`src/rtl/lsq_ovl_pkg.sv`:
```
package lsq_ovl_pkg;

    // Access width codes: number of bytes is 1 << code.
    typedef enum logic [1:0] {
        SZ_BYTE = 2'd0,
        SZ_HALF = 2'd1,
        SZ_WORD = 2'd2,
        SZ_DBL  = 2'd3
    } acc_size_e;

    // Verdict of one store slot against the load.
    typedef enum logic [1:0] {
        CLS_NONE = 2'd0,
        CLS_FWD  = 2'd1,
        CLS_HOLD = 2'd2
    } ovl_cls_e;

endpackage

```
`src/rtl/lsq_ovl_cmp.sv`:
```
module lsq_ovl_cmp
    import lsq_ovl_pkg::*;
#(
    parameter int ADDR_W = 32
) (
    input  logic [ADDR_W-1:0] ld_addr,
    input  acc_size_e         ld_size,
    input  logic              st_valid,
    input  logic [ADDR_W-1:0] st_addr,
    input  acc_size_e         st_size,
    output ovl_cls_e          cls
);

    logic [1:0]        wide_code;
    logic [ADDR_W-1:0] keep_mask;
    logic              overlap;
    logic              same_start;
    logic              covers;

    always_comb begin
        // The wider access sets the alignment region compared.
        wide_code  = (st_size > ld_size) ? st_size : ld_size;
        keep_mask  = ~((ADDR_W'(1) << wide_code) - ADDR_W'(1));
        overlap    = (((st_addr ^ ld_addr) & keep_mask) == '0);
        same_start = (st_addr == ld_addr);
        covers     = (st_size >= ld_size);

        if (!st_valid || !overlap) begin
            cls = CLS_NONE;
        end else if (same_start && covers) begin
            cls = CLS_FWD;
        end else begin
            cls = CLS_HOLD;
        end
    end

endmodule

```
`src/rtl/lsq_ovl_pick.sv`:
```
module lsq_ovl_pick
    import lsq_ovl_pkg::*;
#(
    parameter int DEPTH = 8,
    localparam int IDX_W = (DEPTH > 1) ? $clog2(DEPTH) : 1
) (
    input  ovl_cls_e [DEPTH-1:0] cls,
    output logic                 fwd,
    output logic                 hold,
    output logic [IDX_W-1:0]     idx
);

    // Later slots are younger: scanning upward, the last conflict wins,
    // which equals stopping at the first conflict seen from the youngest.
    always_comb begin
        fwd  = 1'b0;
        hold = 1'b0;
        idx  = '0;
        for (int i = 0; i < DEPTH; i++) begin
            if (cls[i] == CLS_FWD) begin
                fwd  = 1'b1;
                hold = 1'b0;
                idx  = IDX_W'(i);
            end else if (cls[i] == CLS_HOLD) begin
                fwd  = 1'b0;
                hold = 1'b1;
                idx  = '0;
            end
        end
    end

endmodule

```
`src/rtl/lsq_ovl_detect.sv`:
```
module lsq_ovl_detect
    import lsq_ovl_pkg::*;
#(
    parameter int ADDR_W = 32,
    parameter int DEPTH  = 8,
    localparam int IDX_W = (DEPTH > 1) ? $clog2(DEPTH) : 1
) (
    input  logic                    clk_i,
    input  logic                    rst_ni,
    input  logic                    ld_valid_i,
    input  logic [ADDR_W-1:0]       ld_addr_i,
    input  logic [1:0]              ld_size_i,
    input  logic [DEPTH-1:0]        st_valid_i,
    input  logic [DEPTH*ADDR_W-1:0] st_addr_i,
    input  logic [DEPTH*2-1:0]      st_size_i,
    output logic                    fwd_hit_o,
    output logic [IDX_W-1:0]        fwd_idx_o,
    output logic                    hold_o
);

    typedef struct packed {
        logic             hold;
        logic             fwd_hit;
        logic [IDX_W-1:0] fwd_idx;
    } verdict_t;

    ovl_cls_e [DEPTH-1:0] slot_cls;
    logic                 pick_fwd;
    logic                 pick_hold;
    logic [IDX_W-1:0]     pick_idx;
    verdict_t             verdict_d;
    verdict_t             verdict_q;

    for (genvar g = 0; g < DEPTH; g++) begin : g_slot
        lsq_ovl_cmp #(
            .ADDR_W (ADDR_W)
        ) u_cmp (
            .ld_addr  (ld_addr_i),
            .ld_size  (acc_size_e'(ld_size_i)),
            .st_valid (st_valid_i[g]),
            .st_addr  (st_addr_i[g*ADDR_W +: ADDR_W]),
            .st_size  (acc_size_e'(st_size_i[g*2 +: 2])),
            .cls      (slot_cls[g])
        );
    end

    lsq_ovl_pick #(
        .DEPTH (DEPTH)
    ) u_pick (
        .cls  (slot_cls),
        .fwd  (pick_fwd),
        .hold (pick_hold),
        .idx  (pick_idx)
    );

    always_comb begin
        verdict_d = '0;
        if (ld_valid_i) begin
            verdict_d.hold    = pick_hold;
            verdict_d.fwd_hit = pick_fwd;
            verdict_d.fwd_idx = pick_fwd ? pick_idx : '0;
        end
    end

    always_ff @(posedge clk_i or negedge rst_ni) begin
        if (!rst_ni) begin
            verdict_q <= '0;
        end else begin
            verdict_q <= verdict_d;
        end
    end

    assign hold_o    = verdict_q.hold;
    assign fwd_hit_o = verdict_q.fwd_hit;
    assign fwd_idx_o = verdict_q.fwd_idx;

endmodule

```
`config.mk`:
```
export PLATFORM = sky130hd
export DESIGN_NAME = lsq_ovl_detect
export DESIGN_NICKNAME = d
export VERILOG_FILES = /design/src/rtl/lsq_ovl_pkg.sv /design/src/rtl/lsq_ovl_cmp.sv /design/src/rtl/lsq_ovl_pick.sv /design/src/rtl/lsq_ovl_detect.sv
export SDC_FILE = /design/constraint.sdc
export NUM_CORES = 1
export LEC_CHECK = 0
export CORE_ASPECT_RATIO = 1.75
export CORE_MARGIN = 10
export CORE_UTILIZATION = 33
export CTS_BUF_LIST = sky130_fd_sc_hd__clkbuf_8
export CTS_CLUSTER_DIAMETER = 150
export CTS_CLUSTER_SIZE = 16
export DETAILED_ROUTE_END_ITERATION = 16
export HOLD_SLACK_MARGIN = 0.03
export PLACE_DENSITY = 0.8
export SYNTH_ARGS = -nofsm -noshare
export SYNTH_HDL_FRONTEND = slang
export SYNTH_SLANG_ARGS = --single-unit
```
`constraint.sdc`:
```
create_clock -name clk_i -period 0.8 [get_ports clk_i]
set_clock_uncertainty 0.15 [all_clocks]
set_input_delay 0.08 -clock clk_i [delete_from_list [all_inputs] [get_ports clk_i]]
set_output_delay 0.08 -clock clk_i [all_outputs]
set_load 0.05 [all_outputs]
```
# [Word-level counts from Yosys, hierarchy flattened]
# Cells that the tools add are included.
[classes] n_addsub=8 n_lt_le_gt_ge=16 n_eq_ne=24 shifts=8 mux=70 n_bitwise=24 n_reduce_logical=40
[op_table] operator="AND 32 bit" count=8
[op_table] operator="equality test 32 bit" count=8
[op_table] operator="zero test 32 bit" count=8
[op_table] operator="inverter 32 bit" count=8
[op_table] operator="left shift 1 x 2 -> 32 bit, first input constant" count=8
[op_table] operator="subtractor 32 x 2 -> 32 bit, second input constant" count=8
[op_table] operator="XOR 32 bit" count=8
[op_table] operator="2-to-1 mux 2 bit" count=24
[op_table] operator="2-to-1 mux 3 bit" count=12
[op_table] operator="2-to-1 mux 1 bit" count=33
[op_table] operator="equality test 2 x 1 -> 1 bit, second input constant" count=8
[op_table] operator="equality test 2 bit, second input constant" count=8
[op_table] operator=">= comparator 2 bit" count=8
[op_table] operator="> comparator 2 bit" count=8
[op_table] operator="zero test 1 bit" count=16
[op_table] operator="logical AND 1 bit" count=8
[op_table] operator="logical OR 1 bit" count=8
[op_table] operator="2-to-1 mux 5 bit" count=1
[word_totals] regBits=5 in_bits=317 out_inout_bits=5 elab_cells=193

# [Longest topological paths before layout]
# Gate-level depths: netlist of the first run.
[depth] ltp_word=28 ltp_mapped=10 mapped_depth_nobuf=10

# [Hierarchy]
# Synthesis of the first run repeated with hierarchy kept, for this count alone.
[hier_totals] hier_cells=547 area_unflattened_um2=4454.3
[by_module_without_submodules] mod="lsq_ovl_cmp" n_inst=8 cells_per_inst=61 area_each_um2=496.7 seq_area_each_um2=0.0
[by_module_without_submodules] mod="lsq_ovl_pick" n_inst=1 cells_per_inst=49 area_each_um2=321.6 seq_area_each_um2=0.0
[by_module_without_submodules] mod="lsq_ovl_detect" n_inst=1 cells_per_inst=10 area_each_um2=158.9 seq_area_each_um2=125.1

# [Least setup slack after synthesis of the first run]
# No wires, ideal clock.
[synth_timing] path_type="input port to flip-flop" start="in ld_size_i[1]" end="reg verdict_q (netlist bit fwd_hit_o)" setup_ns=0.120 arrival_ns=2.380 t_required_ns=0.530 path_slack_ns=-1.849 cell_stages=10 n_path_buf=0 cell_sequence="inv_1 ha_1 nor3_1 a211o_1 a21oi_1 or4_1 a31oi_1 nor2b_1 and2_1 a31o_1"
[synth_rtl] item="from (decl)" line_no="lsq_ovl_detect.sv:12" source="input logic [1:0] ld_size_i,"
[synth_rtl] item="to (signal assigned)" line_no="lsq_ovl_detect.sv:69" source="verdict_q <= verdict_d;"
[synth_rtl] item="to (decl)" line_no="lsq_ovl_detect.sv:32" source="verdict_t verdict_q;"

==> impl_results.md, run 1 <==
- RSZ-0062 raised after global routing: true
- CP required: about 0.75 ns
- Hold Vio Cnt, Final: 5
- Max IR drop VDD: about 0.37 mV
- CTS Root Cell: clkbuf_8
- Tcrit/Tclk final: 3.03
- Top Ports: approximately 320
- Most frequent cells in the layout: clkdlybuf4s50_1, buf_4, xnor2_1
- Ys async rst share: 1.00
- Die ar.: ~0.019 mm2
- Slew Viols, Final: 0
- CP Data Arrival Time: about 2.4 ns
- Clk buf depth: 2
- Layout cell share with drive strength beyond 1: 0.315
- Dominant cell type by area after synthesis: xnor2_1
- Status: complete, but fails checks
- Top cell type's share of synthesized area: 0.258
- First-pass detailed-route iteration total: 6
- Height of the die: between 150 and 200 um
- Slowest stage delay, CP: 0.31 ns
- Yosys warnings: 0
- Worst-path maximum fanout: 6
- Cell Rows: 55
- Initial DRC count: slightly below 300
- DR vias/cell: about 5.4
- Number of distinct library cells after synthesis: between 40 and 50
- Die X: 107 um
- CP top delay family: simple AND/OR/NAND/NOR gates
- EDFF count, synth: 0
- CP bufs+invs: 5
- Core ar.: 0.0130 mm2
- Total GRT Usage: 0.297
- Synth Register Bits: 5
- WS Path Type: in2reg
- Min Hold Slack: -0.0600 ns
- Antenna violations before repair: 7
- Placer Congestion: just under 1
- Most common cell after layout, fill and taps aside: clkdlybuf4s50_1
- PD cells: 599 mW/mm2
- Hold Crit Class: in2async
- TritonCTS clock tree: built
- Mean Syn Cell Area: 7.84 um2
- Tmin final: about 2.4 ns
- IO Port Bufs: ~320
- Clk sink count: 5
- Initial Util: 0.340
- Most used cell, CP: buf_6
- Core Util, Final: 0.762
- Leakage power: ~4.3 nW
- First-pass GRT wire length: between 40000 and 50000 um
- PnR Total Power: about 5.9 mW
- Overflow after GRT: 0
- Syn Std Cell Area: around 0.0044 mm2
- Largest net degree at the start of global routing: 8
- DRC errors left: 0
- Drt total wl: around 30000 um
- Mapped Nets: ~910
- Post-DP HPWL: between 20000 and 25000 um
- Post-DR wirelength/cell: about 25 um
- Slew HR: 0.722
- Main synth FF type: dfrtp_1
- Setup WS post-layout: -1.63 ns
- Sequential area share after synthesis: 0.0283
- Critical Path Start Type: input pin
- Area Overhead vs Synth: 124%
- CP endpoint kind: register
- Clk pin slew, worst setup/hold paths: about 0.040 ns
- CP max-delay cell: nor4_4
- Max-cap violations: 0
- Failing checks: negative hold slack, negative setup slack
- Top cells by area, synth: xnor2_1, xor2_1, ha_1
- Worst-path cell chain: buf_2 > buf_6 > buf_12 > xor2_1 > nor4_1 > nand4_1 > buf_6 > nor4_4 > a211oi_2 > o21ai_2 > buf_4 > a21oi_2 > o21a_1
- Post-DRT Antenna Nets: 0
- Syn Inst Count: about 560
- Via count: 6464
- Final nets: 1375
- Total CTS buffers: 3
- # H-tree levels: 1
- F_max: around 400 MHz
- Worst Tran Pin Value: between 0.4 and 0.5 ns
- Number of global-route vias before repair: 7224
- # setup viols final: 10
worst max-delay path by stage:
stage                  start        end  slack (ns)  cells past startpoint
2_1_floorplan   ld_size_i[1]  fwd_hit_o       -1.65                     10
3_3_place_gp   ld_addr_i[23]  fwd_hit_o       -2.31                     11
3_5_place_dp   ld_addr_i[23]  fwd_hit_o       -2.38                     11
4_1_cts        ld_addr_i[15]     hold_o       -1.51                     11
5_1_grt        ld_addr_i[18]     hold_o       -1.64                     13
6_report       ld_addr_i[28]     hold_o       -1.63                     13
cells in the mapped netlist, types with 3 or more instances:
library cell,count
o21a_1,5
buf_6,9
nor4_2,3
clkbuf_1,3
o31ai_1,4
o21ai_0,4
nor4_1,31
o21bai_1,3
nand2_1,12
o2111ai_1,4
nand4_1,39
xor2_1,126
a31oi_1,5
a21o_1,3
xnor2_1,130
nor2_1,12
a21oi_1,15
o211ai_1,7
buf_2,19
a221oi_1,3
inv_1,36
a211oi_1,5
nor3_1,9
ha_1,32
nor2b_1,9
dfrtp_1,5
per-stage QoR:
step,TNS [ns],area [um2],hold WS [ns],std cells,setup slack [ns]
final,-8.70,9910,-0.0600,1205,-1.63
after global routing,-8.98,9900,-0.0478,1203,-1.64
after CTS,-8.30,9550,-0.0695,1187,-1.51
after detailed placement,-11.53,8760,0.160,1156,-2.38
after global placement,-11.27,8760,0.160,1156,-2.31
after floorplan,-7.70,4440,-0.366,564,-1.65
layout make-up:
type | count | area (um2)
Antenna cell | 9 | 22.5
Fill cell | 809 | 3100
Clock buffer | 3 | 41.3
Clock inverter | 1 | 3.75
Inverter | 36 | 139
Sequential cell | 5 | 130
Tap cell | 171 | 214
Multi-Input combinational cell | 490 | 4650
Timing Repair Buffer | 490 | 4710
repair_timing:
item,4_1_cts,5_1_grt
pin swaps,90,51
gates cloned,1,0
setup buffers,27,11
hold endpoints to repair,5,5
gates resized for setup,301,89
endpoints found under the setup margin,10,10
routing by layer:
layer	vias to the layer above	routed length, um	part of all wire	GRT usage
met3	123	2270	0.074	0.0666
li1	2865	-	-	-
met4	0	2120	0.069	0.168
met5	-	0	0	0
met2	420	16600	0.54	0.570
met1	3056	9630	0.31	0.273
kinds of logic after synthesis:
family / after synthesis / synth area share
and+or+nand+nor: 131 / 0.178
AOI/OAI and AO/OA: 69 / 0.110
DFF: 5 / 0.0283
xor gates and xnor gates: 256 / 0.507
adders and majority gates: 32 / 0.0906
buffers and inverters: 69 / 0.0810
muxes: 2 / 0.00453
flip-flops by register name, indices dropped and copies added (netlist names):
name,flops
fwd_idx_o,3
fwd_hit_o,1
hold_o,1
power breakdown:
| group | internal, mW | leakage [nW] | switching [mW] |
|---|---|---|---|
| Combinational | 3.00 | 4.22 | 2.23 |
| Sequential | 0.254 | 0.0632 | 0.00000000128 |
| Clock | 0.329 | 0.0270 | 0.121 |
(Power assumes the default switching activity.)
==> run 2, diff against run 1 <==
--- a/config.mk
+++ b/config.mk
@@ -8,7 +8,6 @@
 export CORE_ASPECT_RATIO = 1.75
 export CORE_MARGIN = 10
 export CORE_UTILIZATION = 33
-export CTS_BUF_LIST = sky130_fd_sc_hd__clkbuf_8
 export CTS_CLUSTER_DIAMETER = 150
 export CTS_CLUSTER_SIZE = 16
 export DETAILED_ROUTE_END_ITERATION = 16
==> run 2 against run 1 <==
The flow still finishes with violations (negative hold slack, negative setup slack); utilization up 1.0 points; largest cell class is now multi-input gates; sequential share of layout area hardly changed; count of clock-buffer cells in the layout is 1 higher; power up 8.4%; wire length up 1.2%; largest power group unchanged; combinational power grew 2%.
==> impl_results.md, run 2 (synthesis results as in run 1) <==
- Status: complete, but fails checks
- Failing checks: negative hold slack, negative setup slack
- CP max-delay cell: nor4_4
- CP endpoint kind: register
- Clk pin slew, worst setup/hold paths: 0.03 ns (about the same)
- DRC errors left: 0 (unchanged)
- Clk buf depth: 2 (unchanged)
- First-pass GRT wire length: 42200 um (+0.31%)
- Max IR drop VDD: 0.510 mV (+39%)
- Number of global-route vias before repair: 7215 (-0.12%)
- Initial DRC count: 359 (+21%)
- Worst Tran Pin Value: 0.425 ns (+0.0107 ns)
- Worst-path maximum fanout: 4 (-2)
- Register area: 130 um2 (unchanged)
- Tcrit/Tclk final: 3.02 (-0.0157)
- Layout cell share with drive strength beyond 1: 0.324 (+0.00875)
- Total GRT Usage: 0.299 (+0.00208)
- Core ar.: 0.0130 mm2 (unchanged)
- Post-DP HPWL: 24800 um (unchanged)
- Most frequent cells in the layout: clkdlybuf4s50_1, buf_4, xnor2_1
- F_max: 414 MHz (+0.52%)
- Drt total wl: 31000 um (+1.2%)
- CP Data Arrival Time: 2.38 ns (about the same)
- Leakage power: 4.49 nW (+4.2%)
- Slew Viols, Final: 0 (unchanged)
- Largest net degree at the start of global routing: 7 (-1)
- Min Hold Slack: -0.0804 ns (-0.0204 ns)
- Die ar.: 0.0186 mm2 (unchanged)
- Overflow after GRT: 0 (unchanged)
- Multi-input logic area: 0.00478 mm2 (+2.9%)
- Worst-path cell chain: buf_2 > buf_4 > buf_6 > xor2_1 > nor4_1 > nand4_1 > buf_6 > nor4_4 > a211oi_2 > o21ai_2 > buf_4 > a21oi_2 > o21a_1
- Placer Congestion: 0.978 (unchanged)
- First-pass detailed-route iteration total: 5 (-1)
- PD cells: 641 mW/mm2 (+7.0%)
- Cell total after placement: 1156 (unchanged)
- Cell Rows: 55 (unchanged)
- Top Ports: 322 (unchanged)
- # H-tree levels: 1 (unchanged)
- IO Port Bufs: 321 (unchanged)
- Critical Path Start Type: input pin
- Max reg flops: 3 (unchanged)
- TritonCTS clock tree: built
- Non-Filler Instances: 1205 (unchanged)
- WS Path Type: in2reg
- DR vias/cell: 5.42 (+1.1%)
- Initial Util: 0.340 (unchanged)
- Via count: 6536 (+1.1%)
- CP required: 0.77 ns (+0.02 ns)
- Height of the die: 173 um (unchanged)
- Total CTS buffers: 3 (unchanged)
- Antenna violations before repair: 9 (+2)
- Most common cell after layout, fill and taps aside: clkdlybuf4s50_1
- Final nets: 1372 (-0.22%)
- Hold Vio Cnt, Final: 5 (unchanged)
- Area Overhead vs Synth: 127%
- # setup viols final: 10 (unchanged)
- RSZ-0062 raised after global routing: true
- Die X: 107 um (unchanged)
- CTS Root Cell: clkbuf_16
- Max-cap violations: 0 (unchanged)
- Clk sink count: 5 (unchanged)
- Tmin final: 2.41 ns (-0.0125 ns)
- Post-DRT Antenna Nets: 0 (unchanged)
- Fillers: 779 (-3.7%)
- Slew HR: 0.715 (-0.00705)
- Post-DR wirelength/cell: 25.7 um (+1.2%)
- Hold Crit Class: in2async
- Setup WS post-layout: -1.61 ns (+0.0125 ns)
- Slowest stage delay, CP: 0.31 ns (about the same)
## run 2: cell types whose count changed in the layout (fill, tap and decap cells not counted), moves of 4 or more
cell	previous run	this run
buf_6	39	33
dlygate4sd2_1	67	40
dlymetal6s2s_1	25	50
buf_4	124	131
buf_2	15	10
nor4_1	14	10
clkbuf_2	1	15
## run 2: metrics by stage
stage / total power [mW] / utilization / setup slack, ns / setup TNS, ns / area, um2
2_1_floorplan: 2.14 / - / -1.65 / -7.70 / 4440
3_3_place_gp: 4.74 / 0.673 / -2.31 / -11.27 / 8760
3_5_place_dp: 4.83 / 0.673 / -2.38 / -11.53 / 8760
4_1_cts: 6.03 / 0.730 / -1.56 / -8.49 / 9500
5_1_grt: 6.74 / 0.771 / -1.68 / -9.13 / 10000
6_report: 6.44 / 0.772 / -1.61 / -8.69 / 10000
## run 2: metal layers
| metal | wire [um] | track usage | part of all wire | vias to the layer above |
|---|---|---|---|---|
| li1 | - | - | - | 2855 |
| met1 | 9620 | 0.273 | 0.31 | 3053 |
| met2 | 16600 | 0.568 | 0.53 | 480 |
| met3 | 2420 | 0.0652 | 0.078 | 148 |
| met4 | 2430 | 0.190 | 0.078 | 0 |
| met5 | 0 | 0 | 0 | - |
## run 2: critical path: cells and delay by family
kind / cells / cell delay, ns
XOR/XNOR: 1 / 0.16
buffers and inverters: 5 / 0.81
AND/OR/NAND/NOR: 3 / 0.84
AO/OA/AOI/OAI: 4 / 0.49
## run 2: area by class of cell
class                           count  area share
Timing Repair Buffer              487       0.464
Clock buffer                        4     0.00785
Sequential cell                     5      0.0130
Multi-Input combinational cell    490       0.477
Antenna cell                       12     0.00299
Tap cell                          171      0.0213
Inverter                           36      0.0138
## run 2: how the worst max path moves through the flow
stage                           end  slack [ns]            from
final                        hold_o       -1.61   ld_addr_i[13]
after global routing      fwd_hit_o       -1.68  st_addr_i[228]
after CTS                 fwd_hit_o       -1.56    ld_size_i[1]
after detailed placement  fwd_hit_o       -2.38   ld_addr_i[23]
after global placement    fwd_hit_o       -2.31   ld_addr_i[23]
after floorplan           fwd_hit_o       -1.65    ld_size_i[1]
## run 2: where the power goes
group | leakage [nW] | internal [mW] | switching (mW)
sequential | 0.0632 | 0.254 | 0.00000000120
clock | 0.0382 | 0.663 | 0.192
combinational | 4.39 | 3.01 | 2.31
## run 2: timing repair
| action | 4_1_cts | 5_1_grt |
|---|---|---|
| buffers inserted | 19 | 17 |
| gates cloned | 1 | 0 |
| endpoints found under the hold margin | 5 | 5 |
| pin swaps | 72 | 91 |
| setup endpoints to repair | 10 | 10 |
| gates resized for setup | 229 | 167 |
